<file path="config.mk">
export PLATFORM = sky130hd
export DESIGN_NAME = mmp_prescaler
export DESIGN_NICKNAME = d
export VERILOG_FILES = /design/src/rtl/mmp_pkg.sv /design/src/rtl/mmp_cell23.sv /design/src/rtl/mmp_toggle_chain.sv /design/src/rtl/mmp_mode_glue.sv /design/src/rtl/mmp_prescaler.sv
export SDC_FILE = /design/constraint.sdc
export NUM_CORES = 1
export LEC_CHECK = 0
export CORE_UTILIZATION = 28
export DETAILED_ROUTE_END_ITERATION = 8
export PLACE_DENSITY_LB_ADDON = 0.08
export SLEW_MARGIN = 20
export SYNTH_ARGS = -nofsm -noshare
export SYNTH_HDL_FRONTEND = slang
export SYNTH_SLANG_ARGS = --single-unit
</file>
<file path="constraint.sdc">
create_clock -name clk_i -period 2 [get_ports clk_i]
set_clock_uncertainty 0.1 [all_clocks]
set_input_delay 0.2 -clock clk_i [delete_from_list [all_inputs] [get_ports clk_i]]
set_output_delay 0.2 -clock clk_i [all_outputs]
set_load 0.01 [all_outputs]
</file>
<file path="src/rtl/mmp_pkg.sv">
package mmp_pkg;
  localparam int unsigned CELL_CNT_W = 2;
  typedef struct packed {
    logic band_hi;
    logic modulus;
  } mmp_ctrl_t;
endpackage

</file>
<file path="src/rtl/mmp_cell23.sv">
module mmp_cell23
  import mmp_pkg::*;
(
  input  logic clk_i,
  input  logic rst_ni,
  input  logic div3_i,
  output logic tick_o,
  output logic slot_start_o
);
  logic [CELL_CNT_W-1:0] cnt_q;

  assign tick_o       = div3_i ? (cnt_q == CELL_CNT_W'(2)) : (cnt_q == CELL_CNT_W'(1));
  assign slot_start_o = (cnt_q == '0);

  always_ff @(posedge clk_i or negedge rst_ni) begin
    if (!rst_ni)     cnt_q <= '0;
    else if (tick_o) cnt_q <= '0;
    else             cnt_q <= cnt_q + CELL_CNT_W'(1);
  end

  AST_CELL_RANGE: assert property (@(posedge clk_i) disable iff (!rst_ni)
    cnt_q != CELL_CNT_W'(3));
  AST_CELL_WRAP: assert property (@(posedge clk_i) disable iff (!rst_ni)
    tick_o |=> slot_start_o);
endmodule

</file>
<file path="src/rtl/mmp_toggle_chain.sv">
module mmp_toggle_chain #(
  parameter int unsigned NSTAGE = 4
) (
  input  logic              clk_i,
  input  logic              rst_ni,
  input  logic              en_i,
  output logic [NSTAGE-1:0] q_o,
  output logic              all_ones_o
);
  logic [NSTAGE:0] carry;
  assign carry[0] = en_i;

  for (genvar i = 0; i < NSTAGE; i++) begin : g_stage
    logic q_q;
    assign carry[i+1] = carry[i] & q_q;
    assign q_o[i]     = q_q;
    always_ff @(posedge clk_i or negedge rst_ni) begin
      if (!rst_ni)       q_q <= 1'b0;
      else if (carry[i]) q_q <= ~q_q;
    end
  end

  assign all_ones_o = &q_o;

  AST_CHAIN_HOLD: assert property (@(posedge clk_i) disable iff (!rst_ni)
    !en_i |=> $stable(q_o));
endmodule

</file>
<file path="src/rtl/mmp_mode_glue.sv">
module mmp_mode_glue
  import mmp_pkg::*;
(
  input  logic clk_i,
  input  logic rst_ni,
  input  logic band_hi_i,
  input  logic modulus_i,
  input  logic period_start_i,
  input  logic last_slot_i,
  output logic div3_o,
  output logic idle_o
);
  mmp_ctrl_t held_q, eff;
  logic swallow, mc;

  // live inputs in the start cycle, held copy for the rest of the period
  assign eff = period_start_i ? mmp_ctrl_t'{band_hi: band_hi_i, modulus: modulus_i} : held_q;

  always_ff @(posedge clk_i or negedge rst_ni) begin
    if (!rst_ni)             held_q <= '0;
    else if (period_start_i) held_q <= eff;
  end

  // modulus sense aligned per band so that 0 always means N+1
  assign swallow = eff.band_hi ? eff.modulus : ~eff.modulus;
  assign mc      = ~(swallow & last_slot_i);
  assign div3_o  = eff.band_hi ? mc : ~mc;
  assign idle_o  = ~div3_o;

  AST_CTRL_HELD: assert property (@(posedge clk_i) disable iff (!rst_ni)
    !period_start_i |=> $stable(held_q));
  AST_ONE_SWAP: assert property (@(posedge clk_i) disable iff (!rst_ni)
    (!last_slot_i && !eff.band_hi) |-> idle_o);
endmodule

</file>
<file path="src/rtl/mmp_prescaler.sv">
module mmp_prescaler #(
  parameter int unsigned NSTAGE = 4
) (
  input  logic clk_i,
  input  logic rst_ni,
  input  logic band_hi_i,
  input  logic modulus_i,
  output logic div_clk_o,
  output logic period_end_o,
  output logic first_stage_idle_o
);
  logic              div3, tick, slot_start, all_ones, period_start;
  logic [NSTAGE-1:0] chain_q;

  mmp_cell23 u_cell (
    .clk_i        (clk_i),
    .rst_ni       (rst_ni),
    .div3_i       (div3),
    .tick_o       (tick),
    .slot_start_o (slot_start)
  );

  mmp_toggle_chain #(.NSTAGE(NSTAGE)) u_chain (
    .clk_i      (clk_i),
    .rst_ni     (rst_ni),
    .en_i       (tick),
    .q_o        (chain_q),
    .all_ones_o (all_ones)
  );

  assign period_start = slot_start & (chain_q == '0);

  mmp_mode_glue u_glue (
    .clk_i          (clk_i),
    .rst_ni         (rst_ni),
    .band_hi_i      (band_hi_i),
    .modulus_i      (modulus_i),
    .period_start_i (period_start),
    .last_slot_i    (all_ones),
    .div3_o         (div3),
    .idle_o         (first_stage_idle_o)
  );

  assign period_end_o = tick & all_ones;
  assign div_clk_o    = chain_q[NSTAGE-1];

  AST_END_WRAP: assert property (@(posedge clk_i) disable iff (!rst_ni)
    period_end_o |=> period_start);
  AST_END_SINGLE: assert property (@(posedge clk_i) disable iff (!rst_ni)
    period_end_o |=> !period_end_o);
  AST_END_CLK_FALL: assert property (@(posedge clk_i) disable iff (!rst_ni)
    period_end_o |=> !div_clk_o);
endmodule

</file>
==> summary.md, run 1 <==
| Metric | Value |
|---|---|
| Final Cycle Share | `108%` |
| Largest net degree at the start of global routing | `9` |
| Crit path cell chain | `nor4_2 -> and2_4 -> buf_6 -> mux2i_4 -> mux2i_1 -> nor2_1 -> buf_2` |
| Logic pwr share | `63.8%` |
| Gr ovfl total | `0` |
| Port bufs | `6` |
| Pre-CTS setup slack | `-0.241 ns` |
| Core area | `1510 µm²` |
| Register area share after synthesis | `44.0%` |
| Net Count, Synth | `49` |
| Distinct cells, synth | `19` |
| Worst VDD drop | `0.696 mV` |
| Synth warnings | `0` |
| Routed Antenna Nets | `0` |
| Post-route DRC | `0` |
| Gr usage total | `14.1%` |
| Insertion delay to the later sink of the worst-skew pair | `0.25 ns` |
| Sequential power share | `about a quarter` |
| Static Leak | `roughly 0.32 nW` |
| Clk slew on worst S/H paths | `roughly 0.050 ns` |
| Layout cells sized above 1 | `40.6%` |
| Layout Nets | `71` |
| Status | `complete, but fails checks` |
| Commonest non-fill, non-tap cells in the layout | `11 x buf_4, 8 x dfrtp_1, 6 x inv_1` |
| CP peak stage delay | `approximately 0.4 ns` |
| Hpwl dp | `821 µm` |
| Worst hold path type | `input pin to async pin` |
| Crit path max fanout | `2` |
| Data required, critical path | `1.70 ns` |
| Min Clock Period, post-route | `2.15 ns` |
| Die width | `~42 µm` |
| Vias in the first global route | `a little over 400` |
| Slew margin rel. | `slightly above 70%` |
| Synth Area per Inst | `10.4 µm²` |
| Overall power | `0.00117 W` |
| CTS tree | `done` |
| FMAX | `between 0.4 and 0.5 GHz` |
| CP startpoint kind | `register` |
| Drt pass-1 iters | `4` |
| Clock power frac | `approximately a tenth` |
| Num CTS Buffers | `3` |
| Arr. time, crit path | `1.85 ns` |
| Ys flop type | `dfrtp_1` |
| DRT iter0 DRCs | `3` |
| Rows | `14` |
| Fin. max-slew vios | `0` |
| ANT cells | `0` |
| Commonest non-fill, non-tap cell in the layout | `buf_4` |
| Initial antenna violation count | `0` |
| Vias | `379` |
| Critical path class | `register to output pin` |
| Synthesized instance count | `44` |
| Clk buf depth | `2` |
| P_int | `0.000722 W` |
| Root Buffer | `clkbuf_4` |
| CTS Sinks | `8` |
| Switching part of the total | `38.5%` |
| Synth Cell Area | `455 µm²` |
| # IOs | `7` |
| Setup-failing EPs final | `1` |
| P_sw | `approximately 0.00045 W` |
| Failing checks | `setup timing` |
| Setup ws final | `-0.153 ns` |
| Area grow syn2layout | `47.3%` |
| Final GP Congestion | `0.708` |
| DR WL/cell | `12.9 µm` |
| Via density | `approximately 4.7` |
| Async S/R FF share, synth | `100%` |
| TNS Setup | `-0.153 ns` |
| Nature of the critical path endpoint | `output pin` |
| Power Dens Cells | `1750 nW/µm²` |
| EDFF count, synth | `0` |
| Max Cap Viol | `0` |
| Slowest-stage cell, CP | `dfrtp_1` |
| H-tree levels | `1` |
| #FFs+latches synth | `8` |
| Worst-Margin Slew | `0.418 ns` |
| Global-route wire length before repair | `1850 µm` |
| Die Y | `42.3 µm` |
| Detailed Route WL | `1030 µm` |
| Initial Utilization | `between 30 and 40%` |
| Hold buffers post-CTS | `0` |
| RSZ-0062 raised after global routing | `true` |
| # fillers | `between 150 and 200` |
| Die area | `1790 µm²` |
| Final Hold Viols | `0` |
area by class of cell:
cell class | count | area (µm²) | share of cell area (%)
Sequential cell | 8 | 200 | 29.9
Inverter | 6 | 22.5 | 3.36
Timing Repair Buffer | 18 | 144 | 21.5
Multi-Input combinational cell | 29 | 262 | 39.0
Tap cell | 16 | 20.0 | 2.99
Clock buffer | 3 | 22.5 | 3.36
worst paths after layout:
check / cells past startpoint / slack (ns) / end / start
worst max-delay path: 7 / -0.15 / period_end_o / u_chain.g_stage[0].q_q
worst min-delay path: 1 / 0.15 / u_chain.g_stage[3].q_q / rst_ni
worst max register to register: 7 / 0.09 / u_chain.g_stage[0].q_q / u_chain.g_stage[0].q_q
worst min register to register: 2 / 0.44 / u_cell.cnt_q[0] / u_cell.cnt_q[0]
max in group asynchronous: 1 / 1.36 / u_cell.cnt_q[0] / rst_ni
min in group clk_i: 2 / 0.44 / u_cell.cnt_q[0] / u_cell.cnt_q[0]
sequential cells by signal, summed over array words and instances (netlist names):
register,count
u_chain.g_stage.q_q,4
u_glue.held_q,2
u_cell.cnt_q,2
Yosys cell counts (2+ instances only):
| cell | instances | area, µm² |
|---|---|---|
| inv_1 | 6 | 22.5 |
| xnor2_1 | 4 | 35.0 |
| dfrtp_1 | 8 | 200 |
| nor2_1 | 4 | 15.0 |
| a21oi_1 | 3 | 15.0 |
| mux2i_2 | 2 | 27.5 |
| nand2_1 | 3 | 11.3 |
| mux2i_1 | 3 | 30.0 |
per-layer routing:
| layer | vias to the layer above | share of wire, % | track usage, % |
|---|---|---|---|
| met2 | 4 | 53 | 24.3 |
| met5 | - | 0 | 0 |
| met4 | 0 | 0.58 | 7.50 |
| met1 | 183 | 44 | 16.4 |
| li1 | 190 | - | - |
| met3 | 2 | 2.3 | 2.59 |
cells by family after synthesis:
logic type / synth area share, %
adders and majority gates: 2.75
buffers and inverters: 6.59
xor gates and xnor gates: 7.69
muxes: 18.4
AOI/OAI and AO/OA: 6.87
and+or+nand+nor: 13.7
DFF: 44.0
through the flow:
| stage | instance area (µm²) | util [%] | hold slack [ns] | std cells |
|---|---|---|---|---|
| 3_5_place_dp | 611 | 40.5 | 0.418 | 76 |
| 5_1_grt | 671 | 44.5 | 0.169 | 80 |
| 2_1_floorplan | 455 | - | -0.196 | 44 |
| 3_3_place_gp | 611 | 40.5 | 0.402 | 76 |
| 6_report | 671 | 44.5 | 0.152 | 80 |
| 4_1_cts | 664 | 44.1 | 0.149 | 80 |
power by group through the flow:
stage / logic [W] / clock network, W / registers [W]
3_3_place_gp: 0.000660 / 0 / 0.000290
2_1_floorplan: 0.000373 / 0 / 0.000323
5_1_grt: 0.000824 / 0.000137 / 0.000313
4_1_cts: 0.000734 / 0.000127 / 0.000303
6_report: 0.000749 / 0.000121 / 0.000304
3_5_place_dp: 0.000697 / 0 / 0.000298
worst max-delay path, delay by kind of cell (launching register included):
kind / cells / cell delay (ns)
and+or+nand+nor: 3 / 0.56
muxes: 2 / 0.43
buffers and inverters: 2 / 0.23
DFF: 1 / 0.39
repair_timing:
item	CTS	global route
buffers inserted	1	0
setup endpoints to repair	2	3
resized for setup	14	1
pin swaps	2	0
Note: power is estimated with default switching activity, not from simulation.
==> inputs of run 2 (changes only) <==
- ABC_AREA: default -> 0
==> results of run 2 <==
No change in the layout: final DEF, timing and power equal those of run 1.
==> inputs of run 3 (changes only) <==
==> constraint.sdc (replaced) <==
create_clock -name clk_i -period 2 [get_ports clk_i]
set_clock_uncertainty 0.1 [all_clocks]
set_input_delay 0.4 -clock clk_i [delete_from_list [all_inputs] [get_ports clk_i]]
set_output_delay 0.4 -clock clk_i [all_outputs]
set_load 0.01 [all_outputs]
==> summary.md, run 3 (synthesis gave the netlist of run 1 again) <==
| Metric | Value |
|---|---|
| Clk slew on worst S/H paths | `0.05 ns` |
| Static Leak | `0.328 nW` |
| Min Clock Period, post-route | `2.32 ns` |
| Crit path max fanout | `2` |
| CP peak stage delay | `0.39 ns` |
| Sequential power share | `25.8%` |
| # IOs | `7` |
| Hold buffers post-CTS | `0` |
| Hpwl dp | `783 µm` |
| Initial Utilization | `30.2%` |
| Reg2reg setup slack | `0.14 ns` |
| DRT iter0 DRCs | `1` |
| Max Cap Viol | `0` |
| Placed cells | `78` |
| # fillers | `about 150` |
| Worst-Margin Slew | `0.374 ns` |
| Area grow syn2layout | `52.7%` |
| Port bufs | `6` |
| P_sw | `0.000438 W` |
| R2r worst-path depth | `7` |
| Rows | `14` |
| Layout cells sized above 1 | `between 40% and 50%` |
| Commonest non-fill, non-tap cell in the layout | `buf_4` |
| DR WL/cell | `about 11 µm` |
| Fin. max-slew vios | `0` |
| Arr. time, crit path | `1.82 ns` |
| FMAX | `~0.43 GHz` |
| Initial antenna violation count | `0` |
| Via density | `4.61` |
| Insertion delay to the later sink of the worst-skew pair | `between 0.2 and 0.3 ns` |
| P_int | `between 0.0007 and 0.0008 W` |
| Drt pass-1 iters | `4` |
| Slowest-stage cell, CP | `dfrtp_1` |
| RSZ-0062 raised after global routing | `true` |
| Worst hold path type | `input pin to async pin` |
| Final Cycle Share | `116%` |
| Clk buf depth | `2` |
| Core area | `approximately 1500 µm²` |
| R2R Path Start | `u_chain.g_stage[0].q_q` |
| Clock power frac | `10.2%` |
| Power Dens Cells | `1710 nW/µm²` |
| Largest net degree at the start of global routing | `9` |
| Root Buffer | `clkbuf_4` |
| CTS Sinks | `8` |
| Logic pwr share | `64.0%` |
| Status | `complete, but fails checks` |
| Slew margin rel. | `about three quarters` |
| Data required, critical path | `1.50 ns` |
| Setup-failing EPs final | `2` |
| Critical path class | `register to output pin` |
| Fin util | `46.2%` |
| Die width | `42.3 µm` |
| H-tree levels | `1` |
| Pre-CTS setup slack | `-0.445 ns` |
| Global-route wire length before repair | `1750 µm` |
| R2R Path End | `u_chain.g_stage[0].q_q` |
| Vias | `around 380` |
| Nature of the critical path endpoint | `output pin` |
| ANT cells | `0` |
| Vias in the first global route | `406` |
| Setup ws final | `-0.320 ns` |
| Routed Antenna Nets | `0` |
| Final GP Congestion | `between 0.6 and 0.7` |
| Commonest non-fill, non-tap cells in the layout | `14 x buf_4, 8 x dfrtp_1, 6 x inv_1` |
| Gr ovfl total | `0` |
| Largest Register | `u_chain.g_stage.q_q` |
| CTS tree | `done` |
| Largest regs | `u_chain.g_stage.q_q x4, u_cell.cnt_q x2, u_glue.held_q x2` |
| Gr usage total | `13.5%` |
| Die area | `1790 µm²` |
| Final Hold Viols | `0` |
| Detailed Route WL | `about 950 µm` |
| Num CTS Buffers | `3` |
| Post-Layout Cell Count | `83` |
| Crit path cell chain | `nor4_2 -> and2_4 -> buf_6 -> mux2i_4 -> mux2i_1 -> nor2_1 -> buf_2` |
| Die Y | `42.3 µm` |
| Layout Nets | `74` |
| Post-route DRC | `0` |
| Switching part of the total | `36.8%` |
| Max reg flops | `4` |
| Failing checks | `setup timing` |
| TNS Setup | `-0.477 ns` |
| CP startpoint kind | `register` |
| Worst VDD drop | `0.773 mV` |
-- run 3: how the worst max path moves through the flow --
stage / depth (start not counted) / slack [ns] / startpoint / end
after floorplan: 5 / 0.06 / u_chain.g_stage[3].q_q / period_end_o
after global placement: 6 / -0.36 / u_chain.g_stage[3].q_q / period_end_o
after detailed placement: 6 / -0.45 / u_chain.g_stage[3].q_q / period_end_o
after CTS: 7 / -0.36 / u_chain.g_stage[0].q_q / period_end_o
after global routing: 7 / -0.41 / u_chain.g_stage[0].q_q / period_end_o
final: 7 / -0.32 / u_chain.g_stage[0].q_q / period_end_o
-- run 3: layout make-up --
| class | instances | area, µm² | area share (%) |
|---|---|---|---|
| well taps | 16 | 20.0 | 2.88 |
| flip-flops and latches | 8 | 200 | 28.8 |
| multi-input cells | 29 | 264 | 37.9 |
| repair buffers | 21 | 166 | 23.9 |
| inverters | 6 | 22.5 | 3.24 |
| clock buffers | 3 | 22.5 | 3.24 |
-- run 3: worst max-delay path: cells and delay by family, from the launching register on --
kind	cells	cell delay [ns]
multiplexers	2	0.43
AND/OR/NAND/NOR	3	0.54
buffers and inverters	2	0.23
flip-flops	1	0.39
-- run 3: repair_timing --
action	4_1_cts	5_1_grt
resized for setup	14	1
pin swaps	2	1
buffers inserted	2	0
setup endpoints to repair	2	3
-- run 3: stage by stage --
step / hold slack [ns] / power (W) / cell area [µm²]
global placement: 0.410 / 0.000971 / 626
floorplan: 0.00441 / 0.000695 / 455
detailed placement: 0.426 / 0.00101 / 626
global route: 0.374 / 0.00130 / 696
CTS: 0.343 / 0.00119 / 687
finish: 0.333 / 0.00119 / 696
-- run 3: power groups by stage --
stage	clock (W)	combinational, W	sequential, W
6_report	0.000121	0.000762	0.000307
3_5_place_dp	0	0.000707	0.000299
3_3_place_gp	0	0.000681	0.000290
5_1_grt	0.000139	0.000846	0.000312
2_1_floorplan	0	0.000373	0.000323
4_1_cts	0.000128	0.000760	0.000303
-- run 3: per-layer routing --
layer / up-vias / routed length [µm] / GRT usage [%]
met5: - / 0 / 0
met4: 0 / 0 / 3.75
met3: 0 / 41 / 6.90
met2: 6 / 493 / 21.5
met1: 182 / 412 / 16.0
li1: 195 / - / -
